**src/rtl/coinc_trig_pkg.sv**
```systemverilog
package coinc_trig_pkg;
  localparam int unsigned N_CAL     = 4;
  localparam int unsigned N_SCI     = 8;
  localparam int unsigned N_HIT     = 4;  // CL, CR, SL, SR
  localparam int unsigned N_COND    = 3;  // CL&CR, CL, CR
  localparam int unsigned N_COINC   = 5;

  typedef enum int unsigned {
    HIT_CL = 0,
    HIT_CR = 1,
    HIT_SL = 2,
    HIT_SR = 3
  } hit_idx_e;

  typedef struct packed {
    logic sci;
    logic cal;
  } side_hit_t;
endpackage

```
**src/rtl/ct_side_hit.sv**
```systemverilog
module ct_side_hit
  import coinc_trig_pkg::*;
#(
  parameter int unsigned ADC_W = 12,
  localparam int unsigned CAL_SW  = ADC_W + $clog2(N_CAL),
  localparam int unsigned PAIR_SW = ADC_W + 1
) (
  input  logic [N_CAL*ADC_W-1:0] cal_i,
  input  logic [N_SCI*ADC_W-1:0] sci_i,
  input  logic [CAL_SW-1:0]      cal_thr_i,
  input  logic [PAIR_SW-1:0]     sci_thr_i,
  output side_hit_t              raw_o
);
  localparam int unsigned N_PAIR = N_SCI / 2;

  logic [CAL_SW-1:0] cal_sum;
  logic [N_PAIR-1:0] pair_hit;

  always_comb begin
    cal_sum = '0;
    for (int i = 0; i < N_CAL; i++) begin
      cal_sum = cal_sum + CAL_SW'(cal_i[i*ADC_W +: ADC_W]);
    end
  end

  for (genvar p = 0; p < N_PAIR; p++) begin : g_pair
    logic [PAIR_SW-1:0] pair_sum;
    assign pair_sum = {1'b0, sci_i[(2*p)*ADC_W +: ADC_W]}
                    + {1'b0, sci_i[(2*p+1)*ADC_W +: ADC_W]};
    assign pair_hit[p] = pair_sum > sci_thr_i;
  end

  assign raw_o.cal = cal_sum > cal_thr_i;
  assign raw_o.sci = |pair_hit;
endmodule

```
**src/rtl/ct_stretch.sv**
```systemverilog
module ct_stretch #(
  parameter int unsigned STR_W = 4
) (
  input  logic             clk_i,
  input  logic             rst_ni,
  input  logic             clr_i,
  input  logic             raw_i,
  input  logic [STR_W-1:0] len_i,
  output logic             hit_o
);
  logic             raw_q;
  logic [STR_W-1:0] cnt_q;
  logic             rise;
  logic [STR_W-1:0] load_val;

  assign rise     = raw_i & ~raw_q;
  assign load_val = (len_i == '0) ? STR_W'(1) : len_i;

  always_ff @(posedge clk_i or negedge rst_ni) begin
    if (!rst_ni) begin
      raw_q <= 1'b0;
      cnt_q <= '0;
    end else if (clr_i) begin
      raw_q <= 1'b0;
      cnt_q <= '0;
    end else begin
      raw_q <= raw_i;
      if (rise)               cnt_q <= load_val;
      else if (cnt_q != '0)   cnt_q <= cnt_q - 1'b1;
    end
  end

  assign hit_o = cnt_q != '0;

  // a stretched hit only starts after a sampled raw hit
  p_stretch_start_r3: assert property (@(posedge clk_i) disable iff (!rst_ni)
    $rose(hit_o) |-> $past(raw_i));
endmodule

```
**src/rtl/ct_prescale.sv**
```systemverilog
module ct_prescale #(
  parameter int unsigned PS_W = 10
) (
  input  logic            clk_i,
  input  logic            rst_ni,
  input  logic            clr_i,
  input  logic            cond_i,
  input  logic [PS_W-1:0] factor_i,
  output logic            pass_o
);
  logic            cond_q;
  logic [PS_W-1:0] cnt_q;
  logic            edge_s;
  logic            last;

  assign edge_s = cond_i & ~cond_q;
  assign last   = (factor_i <= PS_W'(1)) || (cnt_q >= factor_i - 1'b1);
  assign pass_o = edge_s & last;

  always_ff @(posedge clk_i or negedge rst_ni) begin
    if (!rst_ni) begin
      cond_q <= 1'b0;
      cnt_q  <= '0;
    end else if (clr_i) begin
      cond_q <= 1'b0;
      cnt_q  <= '0;
    end else begin
      cond_q <= cond_i;
      if (edge_s) cnt_q <= last ? '0 : cnt_q + 1'b1;
    end
  end

  // edge based: never passes two cycles in a row
  p_pass_single_r6: assert property (@(posedge clk_i) disable iff (!rst_ni)
    pass_o |=> !pass_o);
endmodule

```
**src/rtl/ct_trig_win.sv**
```systemverilog
module ct_trig_win #(
  parameter int unsigned NC      = 3,
  parameter int unsigned WIN_LEN = 8,  // >= 2
  localparam int unsigned CW = $clog2(WIN_LEN + 1)
) (
  input  logic          clk_i,
  input  logic          rst_ni,
  input  logic          clr_i,
  input  logic [NC-1:0] pass_i,
  input  logic          rdy_i,
  input  logic          hel_i,
  output logic          trig_o,
  output logic          word_vld_o,
  output logic [NC:0]   word_o
);
  logic [CW-1:0] win_q;
  logic [NC-1:0] pat_q;
  logic          hel_q;
  logic          start;

  assign start = (win_q == '0) && (|pass_i) && rdy_i;

  always_ff @(posedge clk_i or negedge rst_ni) begin
    if (!rst_ni) begin
      win_q      <= '0;
      pat_q      <= '0;
      hel_q      <= 1'b0;
      trig_o     <= 1'b0;
      word_vld_o <= 1'b0;
      word_o     <= '0;
    end else if (clr_i) begin
      win_q      <= '0;
      pat_q      <= '0;
      hel_q      <= 1'b0;
      trig_o     <= 1'b0;
      word_vld_o <= 1'b0;
      word_o     <= '0;
    end else begin
      trig_o     <= start;
      word_vld_o <= 1'b0;
      if (start) begin
        win_q <= CW'(WIN_LEN - 1);
        pat_q <= pass_i;
        hel_q <= hel_i;
      end else if (win_q != '0) begin
        pat_q <= pat_q | pass_i;
        win_q <= win_q - 1'b1;
        if (win_q == CW'(1)) begin
          word_vld_o <= 1'b1;
          word_o     <= {hel_q, pat_q | pass_i};
        end
      end
    end
  end

  p_trig_rdy_r7: assert property (@(posedge clk_i) disable iff (!rst_ni)
    trig_o |-> $past(rdy_i));
  p_trig_pulse_r7: assert property (@(posedge clk_i) disable iff (!rst_ni)
    trig_o |=> !trig_o);
  p_word_pulse_r8: assert property (@(posedge clk_i) disable iff (!rst_ni)
    word_vld_o |=> !word_vld_o);
  p_word_after_trig_r8: assert property (@(posedge clk_i) disable iff (!rst_ni)
    trig_o |=> !word_vld_o);
endmodule

```
**src/rtl/coinc_trig_unit.sv**
```systemverilog
module coinc_trig_unit
  import coinc_trig_pkg::*;
#(
  parameter int unsigned ADC_W     = 12,
  parameter int unsigned STR_W     = 4,
  parameter int unsigned DLY_DEPTH = 32,
  parameter int unsigned PS_W      = 10,
  parameter int unsigned WIN_LEN   = 8,
  localparam int unsigned CAL_SW  = ADC_W + $clog2(N_CAL),
  localparam int unsigned PAIR_SW = ADC_W + 1,
  localparam int unsigned DLY_LW  = $clog2(DLY_DEPTH + 1)
) (
  input  logic                   clk_i,
  input  logic                   rst_ni,
  input  logic                   acq_en_i,
  input  logic [N_CAL*ADC_W-1:0] cal_l_i,
  input  logic [N_CAL*ADC_W-1:0] cal_r_i,
  input  logic [N_SCI*ADC_W-1:0] sci_l_i,
  input  logic [N_SCI*ADC_W-1:0] sci_r_i,
  input  logic [CAL_SW-1:0]      cal_thr_i,
  input  logic [PAIR_SW-1:0]     sci_thr_i,
  input  logic [STR_W-1:0]       stretch_len_i,
  input  logic [DLY_LW-1:0]      dly_len_i,
  input  logic [PS_W-1:0]        ps_lr_i,
  input  logic [PS_W-1:0]        ps_l_i,
  input  logic [PS_W-1:0]        ps_r_i,
  input  logic                   helicity_i,
  input  logic                   trig_rdy_i,
  output logic [N_COINC-1:0]     coinc_o,
  output logic                   trig_o,
  output logic                   trig_word_vld_o,
  output logic [N_COND:0]        trig_word_o
);
  localparam int unsigned IDX_W = $clog2(DLY_DEPTH);

  logic                 clr;
  side_hit_t            raw_l, raw_r;
  logic [N_HIT-1:0]     raw_vec;
  logic [N_HIT-1:0]     hit;
  logic [DLY_DEPTH-1:0] pipe_q;
  logic [IDX_W-1:0]     tap_idx;
  logic                 sl_sr_dly;
  logic [N_COND-1:0]    cond;
  logic [N_COND-1:0]    pass;
  logic [PS_W-1:0]      ps_factor [N_COND];

  assign clr = ~acq_en_i;

  ct_side_hit #(.ADC_W(ADC_W)) i_side_l (
    .cal_i(cal_l_i), .sci_i(sci_l_i),
    .cal_thr_i(cal_thr_i), .sci_thr_i(sci_thr_i), .raw_o(raw_l)
  );
  ct_side_hit #(.ADC_W(ADC_W)) i_side_r (
    .cal_i(cal_r_i), .sci_i(sci_r_i),
    .cal_thr_i(cal_thr_i), .sci_thr_i(sci_thr_i), .raw_o(raw_r)
  );

  assign raw_vec[HIT_CL] = raw_l.cal;
  assign raw_vec[HIT_CR] = raw_r.cal;
  assign raw_vec[HIT_SL] = raw_l.sci;
  assign raw_vec[HIT_SR] = raw_r.sci;

  for (genvar h = 0; h < N_HIT; h++) begin : g_str
    ct_stretch #(.STR_W(STR_W)) i_str (
      .clk_i(clk_i), .rst_ni(rst_ni), .clr_i(clr),
      .raw_i(raw_vec[h]), .len_i(stretch_len_i), .hit_o(hit[h])
    );
  end

  // delayed scintillator coincidence
  always_comb begin
    if (dly_len_i == '0)                      tap_idx = '0;
    else if (dly_len_i > DLY_LW'(DLY_DEPTH))  tap_idx = IDX_W'(DLY_DEPTH - 1);
    else                                      tap_idx = IDX_W'(dly_len_i - 1'b1);
  end

  always_ff @(posedge clk_i or negedge rst_ni) begin
    if (!rst_ni)  pipe_q <= '0;
    else if (clr) pipe_q <= '0;
    else          pipe_q <= {pipe_q[DLY_DEPTH-2:0], hit[HIT_SL] & hit[HIT_SR]};
  end

  assign sl_sr_dly = pipe_q[tap_idx];

  always_ff @(posedge clk_i or negedge rst_ni) begin
    if (!rst_ni) begin
      coinc_o <= '0;
    end else if (clr) begin
      coinc_o <= '0;
    end else begin
      coinc_o[0] <= hit[HIT_CL] & hit[HIT_CR];
      coinc_o[1] <= hit[HIT_CL] & hit[HIT_SL];
      coinc_o[2] <= hit[HIT_CR] & hit[HIT_SR];
      coinc_o[3] <= &hit;
      coinc_o[4] <= hit[HIT_CL] & hit[HIT_CR] & sl_sr_dly;
    end
  end

  // trigger conditions and prescalers
  assign cond[0] = hit[HIT_CL] & hit[HIT_CR];
  assign cond[1] = hit[HIT_CL];
  assign cond[2] = hit[HIT_CR];

  assign ps_factor[0] = ps_lr_i;
  assign ps_factor[1] = ps_l_i;
  assign ps_factor[2] = ps_r_i;

  for (genvar c = 0; c < N_COND; c++) begin : g_ps
    ct_prescale #(.PS_W(PS_W)) i_ps (
      .clk_i(clk_i), .rst_ni(rst_ni), .clr_i(clr),
      .cond_i(cond[c]), .factor_i(ps_factor[c]), .pass_o(pass[c])
    );
  end

  ct_trig_win #(.NC(N_COND), .WIN_LEN(WIN_LEN)) i_win (
    .clk_i(clk_i), .rst_ni(rst_ni), .clr_i(clr),
    .pass_i(pass), .rdy_i(trig_rdy_i), .hel_i(helicity_i),
    .trig_o(trig_o), .word_vld_o(trig_word_vld_o), .word_o(trig_word_o)
  );

  p_coinc_off_r9: assert property (@(posedge clk_i) disable iff (!rst_ni)
    !$past(acq_en_i) |-> (coinc_o == '0 && !trig_o && !trig_word_vld_o));
  p_coinc_nest_r4: assert property (@(posedge clk_i) disable iff (!rst_ni)
    coinc_o[3] |-> (coinc_o[1] && coinc_o[2] && coinc_o[0]));
  p_dly_needs_lr_r5: assert property (@(posedge clk_i) disable iff (!rst_ni)
    coinc_o[4] |-> coinc_o[0]);
endmodule

```
**config.mk**
```make
export PLATFORM = sky130hd
export DESIGN_NAME = coinc_trig_unit
export DESIGN_NICKNAME = d
export VERILOG_FILES = /design/src/rtl/coinc_trig_pkg.sv /design/src/rtl/ct_side_hit.sv /design/src/rtl/ct_stretch.sv /design/src/rtl/ct_prescale.sv /design/src/rtl/ct_trig_win.sv /design/src/rtl/coinc_trig_unit.sv
export SDC_FILE = /design/constraint.sdc
export NUM_CORES = 1
export LEC_CHECK = 0
export ABC_AREA = 0
export CAP_MARGIN = 15
export CORE_ASPECT_RATIO = 0.8
export CORE_MARGIN = 5
export CORE_UTILIZATION = 51
export DETAILED_ROUTE_END_ITERATION = 8
export GPL_ROUTABILITY_DRIVEN = 0
export GPL_TIMING_DRIVEN = 0
export PLACE_DENSITY = 0.85
export SLEW_MARGIN = 0
export SYNTH_ARGS = -nofsm -noshare
export SYNTH_HDL_FRONTEND = slang
export SYNTH_SLANG_ARGS = --single-unit
```
**constraint.sdc**
```tcl
create_clock -name clk_i -period 2.7 [get_ports clk_i]
set_clock_uncertainty 0.1 [all_clocks]
set_input_delay 0.405 -clock clk_i [delete_from_list [all_inputs] [get_ports clk_i]]
set_output_delay 0.405 -clock clk_i [all_outputs]
set_load 0.01 [all_outputs]
```
* Word level (Yosys, flattened, before mapping)
Index checks and enable logic that the tools add are counted.
Cells by class: eq/ne operators 13, muxes and demuxes 52, magnitude comparators 18, $add $sub $neg 26, reductions and logical operators 18, bitwise gates (word level) 23
Operators by type and width (number):
- adder 12 x 12 -> 13 bit | 10
- greater-than comparator 13 bit | 8
- two-way mux 10 bit | 9
- two-way mux 4 bit | 20
- adder 14 x 12 -> 14 bit | 4
- two-way mux 32 bit | 1
- adder 10 x 1 -> 10 bit (second input constant) | 3
- greater-or-equal comparator 10 bit | 3
- less-or-equal comparator 10 x 1 -> 1 bit (second input constant) | 3
- subtractor 10 x 1 -> 10 bit (second input constant) | 3
- greater-than comparator 14 bit | 2
- nonzero test 4 bit | 5
- subtractor 4 x 1 -> 4 bit (second input constant) | 5
- AND 1 bit | 15
- two-way mux 1 bit | 15
- two-way mux 5 bit | 3
- != test 3 x 1 -> 1 bit (second input constant) | 5
- != test 2 x 1 -> 1 bit (second input constant) | 6
- two-way mux 3 bit | 3
- zero test 4 bit | 2
- OR reduction 4 bit | 2
- inverter 1 bit | 7
- greater-than comparator 6 bit (second input constant) | 1
- zero test 6 bit | 1
- other kinds (11) | 14
Word-level totals: flip-flop bits (word level) 104, output and inout port bits 11, input bits 360, word-level logic and storage cells 172

* Longest topological paths before layout
Gate-level depths: netlist (run 1).
depth after elaboration 9, mapped depth 25

* By module
From an unflattened synthesis (run 1), not the netlist that was laid out.
Unflattened totals: cell total of the unflattened synthesis 1879, area, all modules 15786.4 um^2
Modules (own cells, without submodules):
- ct_side_hit (i_side_l) | times used 1, seq. area each 0.0 um^2, cells an instance 590, area an instance 4634.4 um^2
- ct_side_hit (i_side_r) | times used 1, seq. area each 0.0 um^2, cells an instance 586, area an instance 4523.1 um^2
- ct_prescale | times used 3, seq. area each 275.3 um^2, cells an instance 114, area an instance 989.7 um^2
- coinc_trig_unit | times used 1, seq. area each 925.9 um^2, cells an instance 183, area an instance 1844.3 um^2
- ct_stretch | times used 4, seq. area each 125.1 um^2, cells an instance 29, area an instance 287.8 um^2
- ct_trig_win | times used 1, seq. area each 350.3 um^2, cells an instance 62, area an instance 664.4 um^2

* Worst setup path before layout (run 1)
OpenSTA, ideal clock, no wires.
kind input -> register, from input port cal_l_i[0], to register g_str[0].i_str.cnt_q[2], setup slack -2.482 ns, cell stages on the path 21, arrival 4.998 ns, library setup time 0.084 ns, cell sequence ha_1 -> inv_1 -> fa_1 -> fa_1 -> inv_1 -> ha_1 -> fa_1 -> a21o_1 -> a21oi_1 -> nor2b_1 -> o21a_1 -> o41ai_1 -> o211ai_1 -> o31a_1 -> ha_1 -> nand4_1 -> or3_1 -> inv_1 -> a311oi_2 -> or3_1 -> a21boi_0
On the way: cells in the longest elaborated chain, start to end 7, elaborated cells on any way between the ends 8, classes of those cells add/sub: 3; order compare: 1; eq/ne: 1; mux: 2; bitwise: 1
Ends and longest elaborated chain:
- start: declaration | line coinc_trig_unit.sv:16 | input logic [N_CAL*ADC_W-1:0] cal_l_i,
- adder 12 x 12 -> 13 bit * | line ct_side_hit.sv:22 | cal_sum = cal_sum + CAL_SW'(cal_i[i*ADC_W +: ADC_W]);
- adder 14 x 12 -> 14 bit * (2 in a row) | line ct_side_hit.sv:22
- greater-than comparator 14 bit * | line ct_side_hit.sv:33 | assign raw_o.cal = cal_sum > cal_thr_i;
- AND 1 bit * | line ct_stretch.sv:16 | assign rise = raw_i & ~raw_q;
- two-way mux 4 bit | line ct_stretch.sv:28 | if (rise) cnt_q <= load_val;
- two-way mux 4 bit | line ct_stretch.sv:23 | end else if (clr_i) begin
- end signal: assignment | line ct_stretch.sv:28
- end signal: assignment | line ct_stretch.sv:29 | else if (cnt_q != '0) cnt_q <= cnt_q - 1'b1;
- end: declaration | line ct_stretch.sv:12 | logic [STR_W-1:0] cnt_q;
Every way passes the cells marked *; elsewhere a longest branch is shown, timed or not. A chain may end at the register's enable or synchronous reset.

* Final worst setup path (run 1)
from input port cal_l_i[19], to register g_str[0].i_str.cnt_q[0]
The elaborated chain is that of the path after synthesis.

==> results summary, run 1 <==
TritonCTS created 9 clock buffers. After layout, the worst setup slack is -2.501 ns. The number of nets in the finished design came out at 3091. The number of setup violations in the final report came out at 47. The post-detailed-routing wire length is 56700 um. Broken down by cell family, the worst path's largest delay share belongs to adder cells. The share of layout cells above drive strength 1 came out at 0.2099. The critical path's largest stage delay is 0.50 ns.

The detailed router put a total of 21870 um of wire on met1. The type of the setup path with the least slack is in2reg. The number of maximum-capacitance violations is 0.

Of the available clock period, the critical path in the final layout requires 1.926. The area fraction of the dominant cell type after synthesis is 0.2598. The area of the core came out at 30380 sq um. The number of antenna violations at the first check in global routing came out at 6. The clock latency of the later-clocked register in the worst-skew pair came out at 0.35 ns.

The worst setup path is launched from a primary input. The final reports fail on negative setup slack. The first detailed-routing pass took 5 iterations. The count of nets left with antenna violations once routing finished came out at 0.

The overall power consumption came out at 12.06 mW. The final number of hold-violating endpoints is 0. The flow ran to the end, but the final reports show violations. For this configuration, the core starts out at a cell density of 0.5184. Entering global routing, the biggest net connects 74 pins. In this run the count of I/O pins placed on the die edge is 371.

For this run, the total global-route usage over all layers was measured as 0.2824. The number of vias per cell after detailed routing came out at 6.008. The full die area came out at 34520 sq um.

The wire-length estimate of the detail-placed layout is 38570 um. The peak ir drop on the vdd network came out at 0.3994 mV. In the synthesized netlist the dominant register cell turns out to be sky130_fd_sc_hd__dfrtp_1. The beginning of the worst register-to-register path is g_ps[2].i_ps.cnt_q[8]. The leakage dissipation is 10.71 nW.

In this run the worst hold path is classified as reg2reg. In this run the worst setup path terminates at g_str[0].i_str.cnt_q[0]. The number of remaining DRC errors came out at 0. The placed instances occupy a cell area of 20340 sq um.

The internal reg-to-reg setup slack is 0.08 ns. The count of final max-slew check failures came out at 0. Routed signal wires occupy layers up through met5. The routed length on met2 is 28380 um. The CTS tree is done. The area growth from synthesis to final layout is 48.13%. The DRC marker count from the first detailed-route iteration is 1134. The worst relative slew slack is 0.3411.

The critical path starts at cal_l_i[19]. The cell count after synthesis is 1841. The final standard cell utilization of the core is 0.7679. The per-cell routed wire length came out at 20.34 um. The global-route wire length before repair is 80830 um. Detailed routing placed a total of 3733 um of wire on met3.

The clock input transition at the sequential cells of the worst setup and hold paths is 0.07 ns. Together, buffers and inverters on the worst path number 4. The via count of the first global-routing pass was 16641. The number of storage elements in the synthesis netlist came out at 103. The number of input and output port buffers inserted is 369.

The overall via count from detail_route is 16749. The depth of the critical timing path with buffers and inverters included is 24. The worst reg2reg path depth came out at 8. The slowest cell on the critical path is sky130_fd_sc_hd__fa_1. Counting every net in the synthesized netlist gives 2564.

The share of async-settable or async-resettable flops after synthesis is 1.000. The startpoint identified for the worst hold timing path is pipe_q[14]. Ranked by total cell area, the synthesized netlist is headed by sky130_fd_sc_hd__ha_1, sky130_fd_sc_hd__dfrtp_1, sky130_fd_sc_hd__xnor2_1, sky130_fd_sc_hd__fa_1, sky130_fd_sc_hd__inv_1. The actual slew at the worst max-slew pin came out at 0.9746 ns.

Setup repair after global routing could not meet its margin everywhere. The count of clock tree sinks is 103. After routing the design area is 23330 sq um. The number of flops mapped to enable cells by yosys came out at 0. The signal on the critical path passes through clkdlybuf4s50_1 -> ha_4 -> or3_4 -> o21ai_2 -> a21oi_2 -> buf_4 -> a311oi_4 -> xor2_1 -> fa_1 -> inv_2 -> ha_4 -> nor3_2 -> nor2_1 -> o41ai_2 -> xnor2_1 -> ha_1 -> and3_1 -> nand4_1 -> nor2_1 -> o31ai_2 -> a311oi_4 -> buf_4 -> mux2i_1 -> nor2b_1.

The number of inserted filler cells in the final layout came out at 1848. The data arrival time of the worst path came out at 5.34 ns. In this run the worst path has a maximum fanout of 5.

After layout, the minimum clock period comes to 5.201 ns. The total overflow reported by the global router is 0. The number of warnings printed during yosys synthesis came out at 0.

The average instance in the mapped netlist occupies 8.555 sq um. The level count of the clock H-tree came out at 3. For this run, the top clock speed supported by timing is 192.3 MHz. In this run the deepest clock path goes through 2 buffers. In this run the critical register-to-register path is captured at g_ps[2].i_ps.cnt_q[6]. In this run the clock root is driven by a sky130_fd_sc_hd__clkbuf_16. Measured along the y axis, the die boundary spans 167.2 um. The data required time at the worst endpoint is 2.84 ns.

The power density over the cells came out at 517.1 nW/um^2. The netlist uses 84 different library cells. The kind of capture point of the worst setup path is a register. The sequential fraction of the synthesis area came out at 0.1637. The netlist area before placement came out at 15750 sq um. Of all cell types, the one taking the most synthesized area is sky130_fd_sc_hd__ha_1.

The horizontal die dimension came out at 206.5 um. The initialized floorplan defines 57 standard-cell rows.
## cell usage after synthesis, types with 8 or more instances
master and n:
sky130_fd_sc_hd__ha_1 327, sky130_fd_sc_hd__inv_1 191, sky130_fd_sc_hd__a21oi_1 121, sky130_fd_sc_hd__nor2_1 120, sky130_fd_sc_hd__xnor2_1 113, sky130_fd_sc_hd__nand2_1 106
sky130_fd_sc_hd__dfrtp_1 103, sky130_fd_sc_hd__o21ai_0 69, sky130_fd_sc_hd__xor2_1 55, sky130_fd_sc_hd__nor3_1 52, sky130_fd_sc_hd__a21o_1 47, sky130_fd_sc_hd__nand2b_1 47
sky130_fd_sc_hd__nand3_1 44, sky130_fd_sc_hd__and2_1 43, sky130_fd_sc_hd__o21a_1 40, sky130_fd_sc_hd__fa_1 36, sky130_fd_sc_hd__mux2i_1 33, sky130_fd_sc_hd__nor2b_1 32
sky130_fd_sc_hd__nand4_1 29, sky130_fd_sc_hd__and3_1 23, sky130_fd_sc_hd__a211oi_1 16, sky130_fd_sc_hd__o211ai_1 14, sky130_fd_sc_hd__o41a_1 13, sky130_fd_sc_hd__clkbuf_1 11
sky130_fd_sc_hd__a21boi_0 10, sky130_fd_sc_hd__or3_1 10, sky130_fd_sc_hd__nor4_1 8
## worst min path at each step
stage,endpoint,slack (ns),depth (start not counted)
final,pipe_q[15],0.39,1
after global routing,pipe_q[13],0.41,1
after CTS,pipe_q[13],0.39,1
after detailed placement,pipe_q[27],0.28,1
after global placement,pipe_q[6],0.35,1
after floorplan,coinc_o[1],0.009,0
## cells in the final DEF, fill, tap and decap left out, types with 13 or more instances in the layout
| master | n |
|---|---|
| sky130_fd_sc_hd__a21oi_2 | 27 |
| sky130_fd_sc_hd__inv_1 | 174 |
| sky130_fd_sc_hd__dfrtp_1 | 103 |
| sky130_fd_sc_hd__buf_6 | 34 |
| sky130_fd_sc_hd__nor3_1 | 39 |
| sky130_fd_sc_hd__ha_4 | 45 |
| sky130_fd_sc_hd__nor2_4 | 14 |
| sky130_fd_sc_hd__nand4_1 | 29 |
| sky130_fd_sc_hd__ha_1 | 273 |
| sky130_fd_sc_hd__dlygate4sd2_1 | 28 |
| sky130_fd_sc_hd__xnor2_1 | 108 |
| sky130_fd_sc_hd__clkdlybuf4s50_1 | 282 |
| sky130_fd_sc_hd__buf_4 | 136 |
| sky130_fd_sc_hd__and3_1 | 21 |
| sky130_fd_sc_hd__inv_2 | 17 |
| sky130_fd_sc_hd__fa_1 | 24 |
| sky130_fd_sc_hd__nand2_1 | 100 |
| sky130_fd_sc_hd__o211ai_1 | 14 |
| sky130_fd_sc_hd__o21ai_0 | 38 |
| sky130_fd_sc_hd__o21a_1 | 39 |
| sky130_fd_sc_hd__a21o_1 | 47 |
| sky130_fd_sc_hd__nor2_1 | 96 |
| sky130_fd_sc_hd__xor2_1 | 50 |
| sky130_fd_sc_hd__nor2b_1 | 29 |
| sky130_fd_sc_hd__nand2b_1 | 44 |
| sky130_fd_sc_hd__mux2i_1 | 31 |
| sky130_fd_sc_hd__o21ai_2 | 13 |
| sky130_fd_sc_hd__o41a_1 | 13 |
| sky130_fd_sc_hd__and2_1 | 40 |
| sky130_fd_sc_hd__o21ai_1 | 18 |
| sky130_fd_sc_hd__nand3_1 | 38 |
| sky130_fd_sc_hd__a21oi_1 | 90 |
## metrics by stage
stage	hold WS (ns)	setup TNS, ns	cells	setup WS (ns)
2_1_floorplan	0.009409	-32.80	1841	-2.224
3_3_place_gp	0.3543	-353.29	2623	-3.166
3_5_place_dp	0.2756	-85.94	2625	-3.251
4_1_cts	0.3857	-36.55	2748	-2.196
5_1_grt	0.4050	-45.19	2788	-2.636
6_report	0.3945	-39.88	2788	-2.501
## area by class of cell
cell class,instances,area (sq um),share of cell area
clock buffer,10,239.0,0.01024
inverter,191,716.9,0.03073
clock inverter,6,92.59,0.003969
tap,413,516.7,0.02215
sequential,103,2577,0.1105
antenna,2,5.005,0.0002145
timing repair buffer,517,4816,0.2064
buffer,16,87.58,0.003754
multi-input combinational,1530,14280,0.6120
## report_power, final
group | switching [mW] | internal, mW | leakage, nW
clock | 0.595 | 0.845 | 0.161
combinational | 4.40 | 4.24 | 9.15
sequential | 0.214 | 1.77 | 1.41
total | 5.20 | 6.86 | 10.7
## state kept, by name (all words and copies together) (netlist names), 4 cells and up
signal and cells:
coinc_o 4, g_ps.i_ps.cnt_q 30, g_str.i_str.cnt_q 16, g_str.i_str.raw_q 4, i_win.win_q 4, i_win.word_o 4
pipe_q 32
## repair_timing
action | CTS | global route
buffers inserted | 108 | 40
pin swaps | 213 | 154
endpoints found under the hold margin | 30 | 0
endpoints found under the setup margin | 62 | 62
resized for setup | 372 | 183
hold buffers | 1 | 0
## layer usage
metal | vias to the layer above | track usage
met5 | - | 0
met4 | 8 | 0.08704
met3 | 237 | 0.04737
met2 | 811 | 0.5038
met1 | 8053 | 0.3473
li1 | 7640 | -
## cell families (layout without fill, tap and decap cells)
| family | count (synthesis) | after routing | share of synthesized area |
|---|---|---|---|
| adder cells (fa/ha/maj) | 364 | 364 | 0.3062 |
| AO/OA/AOI/OAI | 414 | 414 | 0.1834 |
| buffers and inverters | 208 | 740 | 0.05132 |
| AND/OR/NAND/NOR | 548 | 548 | 0.1789 |
| multiplexers | 36 | 36 | 0.02312 |
| XOR/XNOR | 168 | 168 | 0.09343 |
| flip-flops | 103 | 103 | 0.1637 |
| other | 0 | 2 | 0 |
## worst reg2reg max path, delay by kind of cell (launching register included)
family	cells	cell delay, ns
AOI/OAI and AO/OA	5	0.84
and+or+nand+nor	2	0.83
DFF	1	0.44
adders and majority gates	1	0.34
Power figures use the tool's default switching activity.
==> run 2, diff against run 1 <==
--- a/config.mk
+++ b/config.mk
@@ -8,7 +8,7 @@
 export ABC_AREA = 0
 export CAP_MARGIN = 15
 export CORE_ASPECT_RATIO = 0.8
-export CORE_MARGIN = 5
+export CORE_MARGIN = 10
 export CORE_UTILIZATION = 51
 export DETAILED_ROUTE_END_ITERATION = 8
 export GPL_ROUTABILITY_DRIVEN = 0
==> results summary, run 2 (synthesized netlist as in run 1, its figures left out) <==
The internal reg-to-reg setup slack came out at -0.05 ns (was 0.08 ns). The area growth from synthesis to final layout is 46.61% (was 48.13%). The number of placement rows came out at 57 (unchanged). The full die area is 38350 sq um (was 34520 sq um).

The global-route wire length before repair is 81050 um (was 80830 um). The type of the setup path with the least slack was in2reg (unchanged). The data required time at the worst endpoint came out at 2.84 ns (about the same). The per-cell routed wire length came to 20.51 um (was 20.34 um). The count of clock tree sinks came out at 103 (unchanged). The beginning of the worst register-to-register path is g_str[1].i_str.cnt_q[0] (was g_ps[2].i_ps.cnt_q[8]). The actual slew at the worst max-slew pin came to 1.134 ns (was 0.9746 ns).

The level count of the clock H-tree came to 3 (unchanged). The horizontal die dimension is 216.5 um (was 206.5 um). Largest registers in the final layout: pipe_q: 32 flops, g_ps.i_ps.cnt_q: 30 flops, g_str.i_str.cnt_q: 16 flops (unchanged). The worst relative slew slack is 0.2414 (was 0.3411). The boundary pin count is 371 (unchanged). The clock latency of the later-clocked register in the worst-skew pair is 0.35 ns (about the same). The total routing resource utilization after global routing is 0.2549 (was 0.2824). Setup repair after global routing missed its margin: true (unchanged).

The via count of the first global-routing pass came out at 16162 (was 16641). The area of the core is 30380 sq um (unchanged). The post-detailed-route count of antenna-violating nets is 0 (unchanged). The number of detailed-routing iterations run before antenna repair is 5 (unchanged). The starting density of the core is 0.5184 (unchanged).

Commonest non-fill, non-tap cells in the layout: sky130_fd_sc_hd__ha_1, sky130_fd_sc_hd__clkdlybuf4s50_1, sky130_fd_sc_hd__inv_1, sky130_fd_sc_hd__xnor2_1, sky130_fd_sc_hd__buf_4 (was sky130_fd_sc_hd__clkdlybuf4s50_1, sky130_fd_sc_hd__ha_1, sky130_fd_sc_hd__inv_1, sky130_fd_sc_hd__buf_4, sky130_fd_sc_hd__xnor2_1). The number of maximum-capacitance violations was 0 (unchanged). The flip-flop count of the largest register after layout is 32 (unchanged). The capturing point of the worst reg2reg path is g_ps[2].i_ps.cnt_q[3] (was g_ps[2].i_ps.cnt_q[6]). The final standard cell utilization of the core is 0.7600 (was 0.7679). The share of layout cells above drive strength 1 came out at 0.1960 (was 0.2099).

The minimum setup slack in the final design is -2.444 ns (was -2.501 ns). The detailed-placement wirelength estimate came out at 40940 um (was 38570 um). The number of setup violations in the final report was 49 (was 47). The number of nets in the finished design is 3065 (was 3091).

The post-detailed-routing wire length is 56750 um (was 56700 um). The kind of start point of the critical path is a primary input (unchanged). The number of input and output port buffers inserted is 369 (unchanged). The leakage dissipation is 10.71 nW (about the same). The time the final worst path needs with I/O delays and setup is 5.144 ns (was 5.201 ns). The buffer levels on the longest clock path is 2 (unchanged).

The CTS tree is done (unchanged). The accumulated negative setup slack came out at -39.93 ns (was -39.88 ns). The share of the cycle needed by the critical path after routing came out at 1.905 (was 1.926).

The number of vias per cell after detailed routing is 5.920 (was 6.008). The count of final max-slew check failures is 0 (unchanged). The worst reg2reg path depth was 8 (unchanged). The master cell of the clock root buffer is sky130_fd_sc_hd__clkbuf_16 (unchanged). The largest net degree at the start of global routing came out at 67 (was 74). The register bank with the most flops is pipe_q (unchanged). The largest fanout on the critical path is 5 (unchanged). The clock input transition at the sequential cells of the worst setup and hold paths is 0.08 ns (was 0.07 ns). The data arrival time of the worst path came out at 5.28 ns (was 5.34 ns). The pre-CTS worst setup slack is -3.334 ns (was -3.251 ns). The hold buffer count at CTS is 0 (was 1).

The overall die height is 177.2 um (was 167.2 um). The peak ir drop on the vdd network is 0.4217 mV (was 0.3994 mV). The most common library cell in the layout ignoring fill and taps is sky130_fd_sc_hd__ha_1 (was sky130_fd_sc_hd__clkdlybuf4s50_1). Outcome: complete, but fails checks (unchanged). The total overflow reported by the global router is 0 (unchanged). The number of CTS-inserted buffers came out at 9 (unchanged). The fmax is 194.4 MHz (was 192.3 MHz). The final number of hold-violating endpoints is 0 (unchanged). The power density over the cells was 505.7 nW/um^2 (was 517.1 nW/um^2).

The overall via count from detail_route is 16382 (was 16749). The number of remaining DRC errors came out at 0 (unchanged). The kind of capture point of the worst setup path is a register (unchanged).

Violated checks: negative setup slack (unchanged). The number of antenna violations at the first check in global routing is 9 (was 6). The DRC marker count from the first detailed-route iteration was 1196 (was 1134). The path class of the lowest-slack min-delay path is in2async (was reg2reg).
==> run 2: cell count changes in the layout (fill, tap and decap cells not counted), moves of 7 or more <==
cell / change
sky130_fd_sc_hd__buf_4: -30
sky130_fd_sc_hd__clkdlybuf4s50_1: -9
sky130_fd_sc_hd__dlymetal6s2s_1: +12
sky130_fd_sc_hd__clkbuf_2: +7
sky130_fd_sc_hd__buf_6: -7
sky130_fd_sc_hd__dlygate4sd2_1: -7
==> run 2: worst max-delay path by stage <==
stage,startpoint,end,slack [ns],cells past startpoint
6_report,cal_l_i[5],g_str[0].i_str.cnt_q[3],-2.44,21
3_5_place_dp,cal_l_i[0],g_str[0].i_str.cnt_q[3],-3.33,26
4_1_cts,cal_l_i[12],g_str[0].i_str.cnt_q[2],-2.26,27
3_3_place_gp,cal_l_i[0],g_str[0].i_str.cnt_q[0],-3.16,26
2_1_floorplan,cal_l_i[0],g_str[0].i_str.cnt_q[2],-2.22,21
5_1_grt,cal_l_i[17],g_str[0].i_str.cnt_q[1],-2.65,21
==> run 2: metrics by stage <==
stage	hold slack (ns)	power [mW]	cell area [sq um]	std cells
6_report	0.04998	11.68	23090	2767
5_1_grt	0.09675	12.50	23080	2764
2_1_floorplan	0.009409	6.664	16100	1841
3_3_place_gp	0.3604	8.220	20310	2623
3_5_place_dp	0.3700	8.581	20340	2625
4_1_cts	0.08426	10.65	21900	2719
==> run 2: worst max-delay path, stage by stage <==
cell	delay (ns)
sky130_fd_sc_hd__clkdlybuf4s50_1	0.45
sky130_fd_sc_hd__ha_4	0.30
sky130_fd_sc_hd__o21a_1	0.17
sky130_fd_sc_hd__nor2_4	0.05
sky130_fd_sc_hd__o311ai_4	0.32
sky130_fd_sc_hd__xnor2_2	0.11
sky130_fd_sc_hd__fa_1	0.51
sky130_fd_sc_hd__inv_1	0.06
sky130_fd_sc_hd__ha_2	0.40
sky130_fd_sc_hd__nand3_1	0.18
sky130_fd_sc_hd__o31ai_4	0.36
sky130_fd_sc_hd__o41ai_2	0.14
sky130_fd_sc_hd__xnor2_1	0.16
sky130_fd_sc_hd__ha_1	0.34
sky130_fd_sc_hd__and3_4	0.18
sky130_fd_sc_hd__nand4_1	0.14
sky130_fd_sc_hd__nor2_2	0.20
sky130_fd_sc_hd__o31ai_4	0.11
sky130_fd_sc_hd__a311oi_4	0.37
sky130_fd_sc_hd__mux2i_1	0.25
sky130_fd_sc_hd__nor2b_1	0.06
==> run 2: cell type report <==
| cell class | count | area [sq um] |
|---|---|---|
| diodes | 7 | 17.52 |
| plain buffers | 14 | 81.33 |
| clock buffers | 10 | 239.0 |
| clock inverters | 6 | 78.83 |
| fillers | 1936 | 7292 |
| inverters | 191 | 721.9 |
| multi-input cells | 1531 | 14220 |
| flip-flops and latches | 103 | 2577 |
| well taps | 413 | 516.7 |
| repair buffers | 492 | 4641 |
==> run 2: per-layer routing <==
metal / GRT usage / share of wire / wire, um / vias to the layer above
met3: 0.05501 / 0.066 / 3745 / 161
met2: 0.4601 / 0.51 / 29010 / 707
met4: 0.06717 / 0.035 / 1960 / 2
li1: - / - / - / 7614
met1: 0.2999 / 0.39 / 22010 / 7898
met5: 0 / 0.00023 / 13 / -
==> run 2: repair_timing <==
action / 4_1_cts / 5_1_grt
gates resized for setup: 317 / 229
endpoints found under the hold margin: 0 / 0
gates cloned: 0 / 1
setup buffers: 79 / 47
pin swaps: 171 / 185
setup endpoints to repair: 62 / 60
==> run 2: report_power, final <==
part           switching [mW]  internal, mW
registers               0.223          1.77
clock network           0.606         0.757
logic                    4.26          4.06
total                    5.09          6.59
